===== config.mk =====
export PLATFORM = sky130hd
export DESIGN_NAME = irx_module_cfg
export DESIGN_NICKNAME = d
export VERILOG_FILES = /design/src/rtl/irx_module_cfg.sv
export SDC_FILE = /design/constraint.sdc
export NUM_CORES = 1
export LEC_CHECK = 0
export BUFFER_PORTS_ARGS = -buffer_cell sky130_fd_sc_hd__buf_2
export CAP_MARGIN = 20
export CORE_MARGIN = 2
export CORE_UTILIZATION = 45
export DETAILED_ROUTE_END_ITERATION = 7
export GPL_TIMING_DRIVEN = 0
export HOLD_SLACK_MARGIN = 0.1
export PLACE_DENSITY = 0.63
export RECOVER_POWER = 25
export SKIP_CTS_REPAIR_TIMING = 1
export SYNTH_ARGS = -nofsm -noshare
export SYNTH_HDL_FRONTEND = slang
export SYNTH_SLANG_ARGS = --single-unit

===== constraint.sdc =====
create_clock -name clk -period 2 [get_ports clk]
set_input_delay 0.4 -clock clk [delete_from_list [all_inputs] [get_ports clk]]
set_output_delay 0.4 -clock clk [all_outputs]
set_load 0.03 [all_outputs]

===== src/rtl/irx_module_cfg.sv =====
module irx_module_cfg #(
  parameter int PW = 8
) (
  input  logic          clk,
  input  logic          rst,
  input  logic [PW-1:0] presc,
  input  logic          req_valid,
  input  logic [1:0]    req_op,
  input  logic [7:0]    req_addr,
  input  logic [6:0]    req_index,
  input  logic [7:0]    req_wdata,
  output logic          busy,
  output logic          done,
  output logic [7:0]    rdata,
  output logic          nores,
  output logic          mclk,
  output logic          mdo,
  input  logic          mdi,
  input  logic          mrdv
);

  localparam int POLLS = 10;
  localparam int RSTP  = 30;

  typedef enum logic [3:0] {
    IDLE, LEAD1, CMD, LEAD2, WDAT, WTRL, POLL, RDAT, DUMMY, RTRL, MRST, FIN
  } st_t;

  st_t          st;
  logic [PW-1:0] pre;
  logic [1:0]   ucnt;
  logic [4:0]   pcnt;
  logic [15:0]  sh;
  logic         wr, seq;
  logic [2:0]   step;
  logic [7:0]   mode, areg;
  logic [1:0]   mdi_sr, rdv_sr;

  function automatic logic [15:0] pack(input logic [7:0] a, input logic [6:0] i,
                                       input logic w, input logic [7:0] d);
    return {d, a | {i, 1'b0} | {7'd0, w}};
  endfunction

  wire tick   = (pre == presc);
  wire pend   = tick && (ucnt == 2'd2);
  wire hfirst = st inside {POLL, RDAT, DUMMY, RTRL, MRST};
  wire last   = pend && ((st == WTRL && pcnt == 5'd1) ||
                         (st == RTRL && pcnt == 5'd3) ||
                         (st == MRST && pcnt == 5'(RSTP - 1)));
  wire [2:0] nstep = step + 3'd1;

  assign busy = (st != IDLE);
  assign done = (st == FIN);
  assign mclk = (st == IDLE || st == FIN) ? 1'b0 :
                hfirst ? (ucnt == 2'd0) : (ucnt == 2'd2);
  assign mdo  = (st == LEAD1 || st == LEAD2) ? 1'b1 :
                (st == CMD || st == WDAT) ? sh[0] : 1'b0;

  always_ff @(posedge clk) begin
    if (rst) begin
      st <= IDLE; pre <= '0; ucnt <= '0; pcnt <= '0; sh <= '0;
      wr <= 1'b0; seq <= 1'b0; step <= '0; mode <= '0; areg <= '0;
      rdata <= '0; nores <= 1'b0; mdi_sr <= '0; rdv_sr <= 2'b11;
    end else begin
      mdi_sr <= {mdi_sr[0], mdi};
      rdv_sr <= {rdv_sr[0], mrdv};
      if (st == IDLE) begin
        pre <= '0; ucnt <= '0; pcnt <= '0;
        if (req_valid) begin
          rdata <= '0; nores <= 1'b0;
          areg  <= req_addr; mode <= req_wdata; step <= '0;
          seq   <= (req_op == 2'd3);
          wr    <= (req_op == 2'd0);
          sh    <= pack(req_addr, req_index, req_op == 2'd0, req_wdata);
          st    <= (req_op[1]) ? MRST : LEAD1;
        end
      end else if (st == FIN) begin
        st <= IDLE;
      end else begin
        pre <= tick ? '0 : pre + 1'b1;
        if (tick) ucnt <= (ucnt == 2'd2) ? 2'd0 : ucnt + 2'd1;
        if (pend) begin
          pcnt <= pcnt + 5'd1;
          case (st)
            LEAD1: begin st <= CMD; pcnt <= '0; end
            LEAD2: begin st <= WDAT; pcnt <= '0; end
            CMD, WDAT: begin
              sh <= {1'b0, sh[15:1]};
              if (pcnt == 5'd7) begin
                pcnt <= '0;
                st   <= (st == WDAT) ? WTRL : (wr ? LEAD2 : POLL);
              end
            end
            POLL: begin
              if (!rdv_sr[1]) begin st <= RDAT; pcnt <= '0; end
              else if (pcnt == 5'(POLLS - 1)) begin
                st <= DUMMY; pcnt <= '0; nores <= 1'b1;
              end
            end
            RDAT: begin
              rdata <= {mdi_sr[1], rdata[7:1]};
              if (pcnt == 5'd7) begin st <= RTRL; pcnt <= '0; end
            end
            DUMMY: if (pcnt == 5'd1) begin st <= RTRL; pcnt <= '0; end
            default: ;
          endcase
          if (last) begin
            pcnt <= '0;
            if (seq && step != 3'd4) begin
              step <= nstep;
              st   <= LEAD1;
              wr   <= (nstep != 3'd4);
              case (nstep)
                3'd1:    sh <= pack(areg, 7'd0, 1'b1, 8'h17);
                3'd2:    sh <= pack(areg, 7'd1, 1'b1, mode);
                3'd3:    sh <= pack(areg, 7'd2, 1'b1, 8'hFF);
                default: sh <= pack(areg, 7'd1, 1'b0, 8'h00);
              endcase
            end else begin
              st <= FIN;
            end
          end
        end
      end
    end
  end

endmodule


* Word level (Yosys, flattened, before mapping)
Index checks and enable logic that the tools add are counted. W data, S select, Z words.
Cells by class: $add $sub $neg 4, equality and inequality tests 30, multiplexer cells 59, bitwise gates (word level) 3, reductions and logical operators 37
Operators with widths (number):
- $mux W16 | 7
- $mux W4 | 12
- $mux W8 | 6
- $pmux W16 S3 | 1
- $mux W5 | 5
- $mux W3 | 8
- $pmux W4 S6 | 1
- $pmux W5 S4 | 1
- $mux W1 | 17
- $eq A4 B3 Y1 const B | 4
- $eq A4 B4 Y1 const B | 4
- $reduce_bool A2 Y1 | 7
- $ne A5 B3 Y1 const B | 2
- $reduce_bool A9 Y1 | 1
- $add A8 B1 Y8 const B | 1
- $eq A4 B2 Y1 const B | 2
- $eq A8 B8 Y1 | 1
- $or A8 B1 Y8 | 1
- $or A8 B8 Y8 | 1
- $reduce_and A7 Y1 | 1
- $eq A3 B2 Y1 const B | 2
- $logic_and A1 B1 Y1 | 6
- $ne A3 B3 Y1 const B | 2
- $ne A6 B4 Y1 const B | 1
- 29 further kinds | 39
Word-level totals: register bits 69, bits of input ports 38, output and inout bits 13, word-level logic and storage cells 147

* Logic depth before layout (Yosys ltp)
Gate-level depths: netlist of run 1.
word-level depth 9, depth in mapped cells 9, depth with buffers taken out 8

* Worst setup path after synthesis of run 1
OpenSTA, ideal clock, no wires.
path kind reg-to-output, start register st[2], end output port mclk, data arrival time 2.552 ns, slack -0.952 ns, cell stages (with the launch flop) 5, path buffers 2, cell sequence dfxtp_1 -> buf_2 -> buf_1 -> o21ai_0 -> a2111oi_0
Between the ends: longest elaborated chain between the ends 4
Ends and longest elaborated chain:
- start: declaration | line 29 | st_t st;
- start signal: assignment | line 75 | st <= (req_op[1]) ? MRST : LEAD1;
- start signal: assignment | line 91 | st <= (st == WDAT) ? WTRL : (wr ? LEAD2 : POLL);
- $eq A4 B3 Y1 or $eq A4 B4 Y1 (tied branches) | line 46 | wire hfirst = st inside {POLL, RDAT, DUMMY, RTRL, MRST};
- $reduce_bool A5 Y1 | line 46
- $mux W1 | line 55 | hfirst ? (ucnt == 2'd0) : (ucnt == 2'd2);
- $mux W1 (*) | line 54 | assign mclk = (st == IDLE || st == FIN) ? 1'b0 :
- end: declaration | line 16 | output logic mclk,
Mark *: on every way between the ends. The rest lies on a longest branch, timed or not.

* Worst setup path in the final report of run 1
start register st[2], end register sh[10]
Between the ends: longest elaborated chain between the ends 9
Ends and longest elaborated chain:
- parallel branches: the longest is 9 deep, another holds $mux W16
- end signal: assignment | line 74 | sh <= pack(req_addr, req_index, req_op == 2'd0, req_wdata);
- end signal: assignment | line 88 | sh <= {1'b0, sh[15:1]};
- end signal: assignment | line 114 | 3'd1: sh <= pack(areg, 7'd0, 1'b1, 8'h17);
- end: declaration | line 33 | logic [15:0] sh;
Parallel ways; which one is timed is not known. The select of a mux whose other input is x is not followed. A chain may end at the register's enable or synchronous reset.

==> run_results.csv, run 1 <==
group,metric,value,unit
outcome,status,"finished with violations",
outcome,violations,"setup timing",
synth,ys_warn_count,0,
floorplan,die_area,0.009586,mm2
power_and_ir_drop,static-leakage-power,2.162,nW
grt,grt_max_degree,13,
clock_tree,clock_path_buffers,2,
grt,grt_pass1_wl,17.68,mm
worst_setup_path,crit_fanout,5,
final_layout,final_cells,701,
timing,slew_headroom,55.04,%
synth,synth.distinct_cells,67,
floorplan,die_w,97.91,um
synth,netlist_area,0.003969,mm2
synth,async_flop_share,0,%
timing,finalCritPeriodShare,111.5,%
final_layout,multi_input_area,0.002688,mm2
power_and_ir_drop,combPwrFrac,45.8,%
grt,antenna_found_initial,0,
clock_tree,cts_inserted_buffers,9,
timing,finClkSkew,10.76,ps
timing,fmax,448.6,MHz
timing,finalHoldWorstSlack,224.5,ps
timing,post-route-min-period,2229,ps
worst_setup_path,rrSetupSlack,-230,ps
route,ant_nets,0,
place,dp_cells,642,
timing,final_hold_viol_count,0,
flow_run,drv_cap,0,
clock_tree,root_buffer,"clkbuf_8",
place,portBuffers,49,
route,num_vias,3998,
synth,avgSynthCellArea,8.183,um2
final_layout,postLayoutCellArea,0.005429,mm2
worst_setup_path,crit_type,"register to register",
grt,grt_pass1_vias,3551,
floorplan,start_util,45.96,%
route,firstDrtPassIters,4,
synth,synth_edf_count,0,
final_layout,final_util,62.87,%
power_and_ir_drop,power_density,1026,mW/mm2
clock_tree,clk_pin_slew,70,ps
timing,setup_ws,-229.2,ps
worst_setup_path,critPathRequiredTime,2270,ps
timing,slew_viol_final,0,
clock_tree,tritoncts,"done",
place,postPlaceCellArea,0.004405,mm2
synth,syn_inst,485,
final_layout,area_delta_synth_final,36.79,%
timing,tightest_slew,674.5,ps
floorplan,core,0.008636,mm2
floorplan,ioPinCount,51,
worst_setup_path,worstPathArrival,2500,ps
clock_tree,h-tree-depth,3,
power_and_ir_drop,p_clk_share,21.9,%
timing,rsz0062_at_grt,"yes",
synth,ys_seq_area_share,34.80,%
synth,synth_ff_type,"dfxtp_1",
min_path,hp-class,"input pin to register",
floorplan,die_y,97.91,um
route,via_per_inst,5.703,
grt,grt_remaining_overflow,0,
clock_tree,cts_sinks,69,
clock_tree,clk_latency,360,ps
synth,syn-num-nets,531,
route,wl,11.93,mm
final_layout,nFillCells,747,
timing,setup_viol,33,
floorplan,num_rows,34,
place,gp_congestion,0.8901,
power_and_ir_drop,p_switching,2.118,mW
worst_setup_path,start_kind,"register",
timing,tns,-3675,ps
final_layout,fin_nets,634,
grt,track_usage,22.61,%
synth,ys_ff_latch,69,
route,drc,0,
route,dr.first_iter.drc_count,187,
final_layout,drive_gt1_share,35.24,%
final_layout,regArea,0.001408,mm2
worst_setup_path,end_kind,"register",
final_layout,insertedDiodeCount,0,
power_and_ir_drop,switching_share,38.02,%
route,routedWlPerCell,17.02,um
place,hpwl,7.678,mm
power_and_ir_drop,seqPwrFrac,32.3,%
power_and_ir_drop,p_int,3.452,mW
power_and_ir_drop,vdd_drop_max,513.5,uV
-- critical path: stages (launching register included) --
cell,delay (ps)
dfxtp_4,380
buf_4,150
nand4b_1,210
nor3_2,380
o311ai_4,170
or2_4,280
buf_6,140
mux2_4,300
o22ai_2,130
-- cells in the final DEF (no fill, tap or decap), types with 7 or more instances in the layout --
cell,n
a21boi_0,7
a21oi_1,46
buf_2,48
buf_4,35
buf_6,12
buf_8,8
clkbuf_1,14
clkbuf_8,11
dfxtp_1,58
mux2i_1,17
nand2_1,76
nand3_1,19
nand3b_1,8
nor2_1,24
nor3_1,13
o211ai_1,9
or3_1,11
xor2_1,13
-- synthesized netlist by cell type (all sizes together) (4+ instances only) --
cell | count | area share (%)
mux2 | 8 | 2.6
nand2 | 77 | 7.3
and4 | 4 | 0.88
o22ai | 7 | 1.1
nor2b | 5 | 0.79
o211ai | 9 | 1.7
o311ai | 7 | 1.5
nand3b | 8 | 1.5
xor2 | 16 | 3.5
or3 | 11 | 1.7
o21ai | 13 | 1.6
a21boi | 7 | 1.3
or2 | 5 | 0.79
buf | 20 | 2.6
clkbuf | 15 | 1.4
mux2i | 17 | 4.3
nor4 | 6 | 2.2
nor2 | 28 | 2.6
dfxtp | 69 | 35
nor3 | 14 | 1.8
a21oi | 51 | 6.4
inv | 12 | 1.1
nand3 | 22 | 3.1
ha | 8 | 2.5
-- area by class of cell --
cell class,count,area share [%]
Timing Repair Buffer,91,11.48
Clock buffer,11,2.789
Clock inverter,5,1.083
Multi-Input combinational cell,370,49.50
Tap cell,108,2.489
Inverter,12,1.291
Buffer,35,5.439
Sequential cell,69,25.93
-- metrics by stage --
step	power (mW)	setup slack [ps]
after floorplan	3.142	1.694
after global placement	3.591	-612.7
after detailed placement	3.618	-579.6
after CTS	4.828	-969.3
after global routing	5.867	-269.8
final	5.570	-229.2
-- state kept, by name, summed over array words and instances (netlist names) --
signal  flops
pcnt        5
seq         1
pre         8
mode        8
st          4
step        3
nores       1
areg        8
rdata       8
mdi_sr      2
sh         16
ucnt        2
rdv_sr      2
wr          1
-- metal layers --
layer / GRT usage [%] / vias to the layer above / part of all wire [%]
met2: 37.57 / 128 / 49
li1: - / 1959 / -
met5: 0 / - / 0
met4: 7.158 / 0 / 1.6
met1: 29.31 / 1885 / 45
met3: 4.939 / 26 / 4.6
-- final timing paths --
| kind | start | end | cells after the start |
|---|---|---|---|
| max | st[2] | sh[10] | 8 |
| max reg2reg | st[2] | sh[10] | 8 |
| min | mrdv | rdv_sr[0] | 2 |
| min reg2reg | rdv_sr[0] | rdv_sr[1] | 1 |
-- power groups by stage --
stage | Clock, mW | Combinational (mW) | Sequential, mW
finish | 1.22 | 2.55 | 1.80
global route | 1.29 | 2.75 | 1.83
CTS | 1.23 | 1.82 | 1.77
detailed placement | 0 | 1.82 | 1.80
global placement | 0 | 1.79 | 1.80
floorplan | 0 | 1.39 | 1.76
-- kinds of logic after synthesis --
logic type	count (synthesis)	synth area share, %
XOR/XNOR	17	3.752
flip-flops	69	34.80
AND/OR/NAND/NOR	200	27.49
adder cells (fa/ha/maj)	8	2.522
AO/OA/AOI/OAI	119	19.36
buffers and inverters	47	5.139
multiplexers	25	6.936
No activity file was read; power rests on OpenSTA's default activity.
==> inputs of run 2 (changes only) <==
--- a/config.mk
+++ b/config.mk
@@ -5,6 +5,7 @@
 export SDC_FILE = /design/constraint.sdc
 export NUM_CORES = 1
 export LEC_CHECK = 0
+export ABC_CLOCK_PERIOD_IN_PS = 2000
 export BUFFER_PORTS_ARGS = -buffer_cell sky130_fd_sc_hd__buf_2
 export CAP_MARGIN = 20
 export CORE_MARGIN = 2
@@ -13,7 +14,7 @@
 export GPL_TIMING_DRIVEN = 0
 export HOLD_SLACK_MARGIN = 0.1
 export PLACE_DENSITY = 0.63
-export RECOVER_POWER = 25
+export RECOVER_POWER = 100
 export SKIP_CTS_REPAIR_TIMING = 1
 export SYNTH_ARGS = -nofsm -noshare
 export SYNTH_HDL_FRONTEND = slang
==> run 2 against run 1 <==
The flow still finishes with violations (setup timing). Routed wire length down 0.22%. Setup slack better by 13 ps. Die area unchanged. Worst hold slack better by 0.91 ps. Critical path depth shrank 2. Combinational power barely moved. Sequential power about the same. Count of clock-buffer cells in the layout is the same. Fmax up 0.57%. Clock power about the same. Critical endpoint is now done.
==> run_results.csv, run 2 (synthesis gave the netlist of run 1 again) <==
group,metric,value,unit
worst_setup_path,crit_fanout,8,
timing,fmax,451.1,MHz
grt,grt_max_degree,13,
timing,slew_viol_final,0,
worst_setup_path,worstPathArrival,1820,ps
grt,grt_pass1_wl,17.68,mm
floorplan,start_util,45.96,%
clock_tree,clock_path_buffers,2,
timing,slew_headroom,54.06,%
timing,setup_viol,30,
clock_tree,tritoncts,"done",
final_layout,postLayoutCellArea,0.005425,mm2
worst_setup_path,crit_slowest_cell,"or4_4",
outcome,violations,"setup timing",
clock_tree,clk_pin_slew,80,ps
clock_tree,root_buffer,"clkbuf_8",
timing,final_hold_viol_count,0,
worst_setup_path,start_kind,"register",
place,dp_cells,642,
final_layout,largest_reg_flops,16,
floorplan,die_y,97.91,um
clock_tree,cts_inserted_buffers,9,
route,ant_nets,0,
route,num_vias,4015,
final_layout,insertedDiodeCount,0,
worst_setup_path,path_cells,"buf_8 -> clkinvlp_4 -> or4_4 -> buf_8 -> clkinv_8 -> buf_8",
final_layout,final_common_cell,"nand2_1",
worst_setup_path,crit_family,"simple AND/OR/NAND/NOR gates",
worst_setup_path,crit_type,"register to primary output",
final_layout,fin_nets,634,
timing,setup_ws,-216.6,ps
final_layout,final_cells,701,
route,wl,11.90,mm
route,drc,0,
route,routedWlPerCell,16.98,um
timing,rsz0062_at_grt,"yes",
grt,track_usage,22.61,%
flow_run,drv_cap,0,
final_layout,area_delta_synth_final,36.70,%
place,gp_congestion,0.8901,
timing,finClkSkew,11.47,ps
worst_setup_path,end_kind,"primary output",
final_layout,drive_gt1_share,34.74,%
route,dr.first_iter.drc_count,186,
grt,antenna_found_initial,0,
worst_setup_path,critPathRequiredTime,1600,ps
worst_setup_path,worstPathBufferInverterCount,5,
worst_setup_path,cp_common_cell,"buf_8",
route,via_per_inst,5.728,
power_and_ir_drop,static-leakage-power,2.149,nW
grt,grt_pass1_vias,3551,
worst_setup_path,slowest_delay,560,ps
final_layout,final_util,62.82,%
floorplan,num_rows,34,
floorplan,core,0.008636,mm2
floorplan,ioPinCount,51,
clock_tree,cts_sinks,69,
timing,tightest_slew,689.1,ps
timing,finalCritPeriodShare,110.8,%
clock_tree,h-tree-depth,3,
place,place_ws,-579.6,ps
power_and_ir_drop,vdd_drop_max,512.0,uV
outcome,status,"finished with violations",
floorplan,die_area,0.009586,mm2
place,postPlaceCellArea,0.004405,mm2
min_path,hp-class,"input pin to register",
grt,grt_remaining_overflow,0,
final_layout,final_cell_mix,"nand2_1 (76), dfxtp_1 (58), a21oi_1 (46)",
place,portBuffers,49,
floorplan,die_w,97.91,um
final_layout,largest-register,"sh",
route,firstDrtPassIters,4,
place,hpwl,7.678,mm
clock_tree,clk_latency,360,ps
timing,post-route-min-period,2217,ps
power_and_ir_drop,power_density,1026,mW/mm2
==> run 2: worst register-to-register path, stage by stage (launching register included) <==
cell and delay, ps:
dfxtp_4 380, buf_4 150, nand4b_1 220, nor3_2 360, o311ai_4 170, or2_4 280, buf_6 140, mux2_4 300
o22ai_2 130
==> run 2: layout make-up <==
type,count,area [um2]
multi-input combinational,370,2688
sequential,69,1408
tap,108,135.1
clock buffer,11,151.4
buffer,35,295.3
fill,750,3211
timing repair buffer,91,619.3
inverter,12,70.07
clock inverter,5,58.81
==> run 2: final timing paths <==
check                               start        end  slack [ps]  cells past startpoint
worst max-delay path                st[0]       done        -220                      6
worst min-delay path                 mrdv  rdv_sr[0]         230                      2
worst max register to register      st[2]      sh[9]        -210                      8
worst min register to register  rdv_sr[0]  rdv_sr[1]         410                      1
==> run 2: stage by stage <==
stage                     TNS [ps]  hold slack, ps  power, mW
after global placement      -18000           395.6      3.591
final                        -3296           225.4      5.565
after detailed placement    -17690           397.0      3.618
after global routing         -6137           219.7      5.867
after floorplan                  0           389.5      3.142
after CTS                   -18750           219.7      4.828
==> run 2: metal layers <==
metal / up-vias / part of all wire [%] / GRT usage [%]
met1: 1886 / 44 / 29.31
met2: 140 / 49 / 37.57
li1: 1956 / - / -
met3: 33 / 5.1 / 4.939
met4: 0 / 2.1 / 7.158
met5: - / 0 / 0
==> run 2: report_power, final <==
part	total (mW)	leakage, nW	internal, mW	switching [mW]
logic	2.55	1.48	1.19	1.36
clock network	1.21	0.102	0.644	0.570
registers	1.80	0.569	1.62	0.182
==> inputs of run 3 (changes only) <==
--- a/config.mk
+++ b/config.mk
@@ -15,6 +15,7 @@
 export HOLD_SLACK_MARGIN = 0.1
 export PLACE_DENSITY = 0.63
 export RECOVER_POWER = 100
+export REMOVE_ABC_BUFFERS = 1
 export SKIP_CTS_REPAIR_TIMING = 1
 export SYNTH_ARGS = -nofsm -noshare
 export SYNTH_HDL_FRONTEND = slang
==> run 3 against run 2 <==
The flow still finishes with violations (setup timing). Setup slack worse by 27 ps. Largest cell class unchanged. Flip-flop and latch count unchanged. Total power shrank 3.1%. Clock power is essentially flat. Via count hardly changed. Sequential power about the same. Largest power group unchanged. Register-to-register slack got worse by 30 ps. Count of clock-buffer cells in the layout shrank 2. Final area decreased by 3.3%. Sequential share of layout area is 0.97 points higher.
==> run_results.csv, run 3 (synthesis gave the netlist of run 1 again) <==
group,metric,value,unit
final_layout,regArea,0.001411,mm2
clock_tree,clock_path_buffers,2,
worst_setup_path,worstPathArrival,2520,ps
clock_tree,clk_latency,370,ps
timing,finalCritPeriodShare,112.2,%
place,dp_cells,609,
floorplan,num_rows,34,
timing,post-route-min-period,2244,ps
floorplan,die_w,97.91,um
outcome,status,"finished with violations",
clock_tree,cts_sinks,69,
final_layout,insertedDiodeCount,0,
floorplan,die_y,97.91,um
final_layout,largest-register,"sh",
route,firstDrtPassIters,5,
worst_setup_path,slowest_delay,520,ps
worst_setup_path,worstPathBufferInverterCount,1,
route,via_per_inst,5.865,
final_layout,drive_gt1_share,34.72,%
clock_tree,tritoncts,"done",
worst_setup_path,crit_type,"register to register",
final_layout,largest_reg_flops,16,
grt,grt_remaining_overflow,0,
final_layout,fin_nets,617,
route,ant_nets,0,
worst_setup_path,ff2ff_path_depth,8,
power_and_ir_drop,vdd_drop_max,693.7,uV
floorplan,die_area,0.009586,mm2
grt,grt_max_degree,53,
final_layout,final_common_cell,"nand2_1",
clock_tree,clk_pin_slew,80,ps
flow_run,drv_cap,0,
place,gp_congestion,0.8191,
floorplan,core,0.008636,mm2
final_layout,nFillCells,768,
worst_setup_path,critPathRequiredTime,2280,ps
power_and_ir_drop,static-leakage-power,2.115,nW
final_layout,postLayoutCellArea,0.005244,mm2
final_layout,multi_input_area,0.002709,mm2
final_layout,final_cells,684,
worst_setup_path,crit_slowest_cell,"o311ai_4",
clock_tree,root_buffer,"clkbuf_8",
floorplan,ioPinCount,51,
clock_tree,cts_inserted_buffers,9,
final_layout,area_delta_synth_final,32.12,%
worst_setup_path,path_cells,"inv_2 -> ha_4 -> nor4b_4 -> and4_4 -> o311ai_4 -> or2_4 -> mux2_4 -> o22ai_1",
timing,setup_ws,-243.6,ps
min_path,holdPathEnd,"rdv_sr[0]",
timing,setup_viol,27,
timing,slew_viol_final,0,
timing,finClkSkew,12.41,ps
worst_setup_path,regToRegStartpoint,"pcnt[1]",
route,num_vias,4012,
min_path,whs_path_depth,2,
worst_setup_path,r2r-end,"sh[8]",
route,dr.first_iter.drc_count,355,
min_path,min-delay-start,"mrdv",
route,wl,11.76,mm
power_and_ir_drop,total_power,5.394,mW
place,hpwl,6.290,mm
place,postPlaceCellArea,0.004210,mm2
floorplan,start_util,45.96,%
final_layout,final_cell_mix,"nand2_1 (74), dfxtp_1 (57), a21oi_1 (47), buf_2 (47), buf_4 (42)",
timing,tightest_slew,1001,ps
timing,final_hold_viol_count,0,
power_and_ir_drop,power_density,1029,mW/mm2
worst_setup_path,end_kind,"register",
grt,grt_pass1_wl,16.32,mm
timing,fmax,445.7,MHz
route,drc,0,
timing,rsz0062_at_grt,"yes",
min_path,hp-class,"input pin to register",
place,portBuffers,50,
worst_setup_path,crit_fanout,7,
grt,grt_pass1_vias,3416,
route,routedWlPerCell,17.19,um
worst_setup_path,rrSetupSlack,-240,ps
outcome,violations,"setup timing",
worst_setup_path,crit_family,"compound AO/OA/AOI/OAI gates",
grt,antenna_found_initial,0,
grt,track_usage,20.63,%
timing,slew_headroom,33.25,%
clock_tree,h-tree-depth,3,
worst_setup_path,start_kind,"register",
run 3: changes by cell type in the layout (fill, tap and decap cells not counted), moves of 3 or more:
| cell | previous run | this run |
|---|---|---|
| buf_4 | 35 | 42 |
| buf_8 | 8 | 0 |
| clkbuf_1 | 17 | 0 |
| clkbuf_2 | 4 | 1 |
| or2_4 | 1 | 4 |
run 3: layer usage:
layer | wire [um] | vias up | global-route usage (%)
met5 | 0 | - | 0
met4 | 235 | 0 | 8.120
met3 | 690 | 23 | 4.152
met2 | 5639 | 170 | 32.88
met1 | 5192 | 1885 | 27.53
li1 | - | 1934 | -
run 3: power by group:
part	leakage (nW)	internal, mW	switching [mW]
Clock	0.0996	0.580	0.608
Sequential	0.570	1.62	0.214
Combinational	1.45	1.06	1.31
run 3: worst max path at each step:
| stage | startpoint | end | slack [ps] | depth (start not counted) |
|---|---|---|---|---|
| after global routing | pcnt[1] | sh[9] | -300 | 8 |
| final | pcnt[1] | sh[8] | -240 | 8 |
| after global placement | st[2] | sh[10] | -1930 | 6 |
| after floorplan | st[3] | mclk | -1010 | 4 |
| after CTS | st[2] | sh[2] | -1530 | 6 |
| after detailed placement | st[2] | sh[2] | -1470 | 6 |
run 3: layout make-up:
type                       instances  area share [%]
clock inverter                     7           1.408
clock buffer                       9           2.362
sequential                        69           26.91
timing repair buffer             103           13.89
tap                              108           2.577
inverter                          12           1.050
multi-input combinational        375           51.66
timing repair inverter             1          0.1432
run 3: worst reg2reg max path: cells and delay by family (launching register included):
kind,cells,cell delay (ps)
buffers and inverters,1,50
AO/OA/AOI/OAI,2,660
adder cells (fa/ha/maj),1,160
AND/OR/NAND/NOR,3,600
flip-flops,1,370
multiplexers,1,310
run 3: per-stage QoR:
step / worst slack, ps / hold slack (ps) / TNS [ps] / utilization, %
3_5_place_dp: -1466 / 399.8 / -55570 / 48.75
2_1_floorplan: -1012 / 389.5 / -26390 / -
5_1_grt: -301.6 / 226.3 / -5525 / 60.72
4_1_cts: -1532 / 211.2 / -58700 / 51.04
3_3_place_gp: -1930 / 395.6 / -82350 / 48.58
6_report: -243.6 / 216.7 / -3264 / 60.72
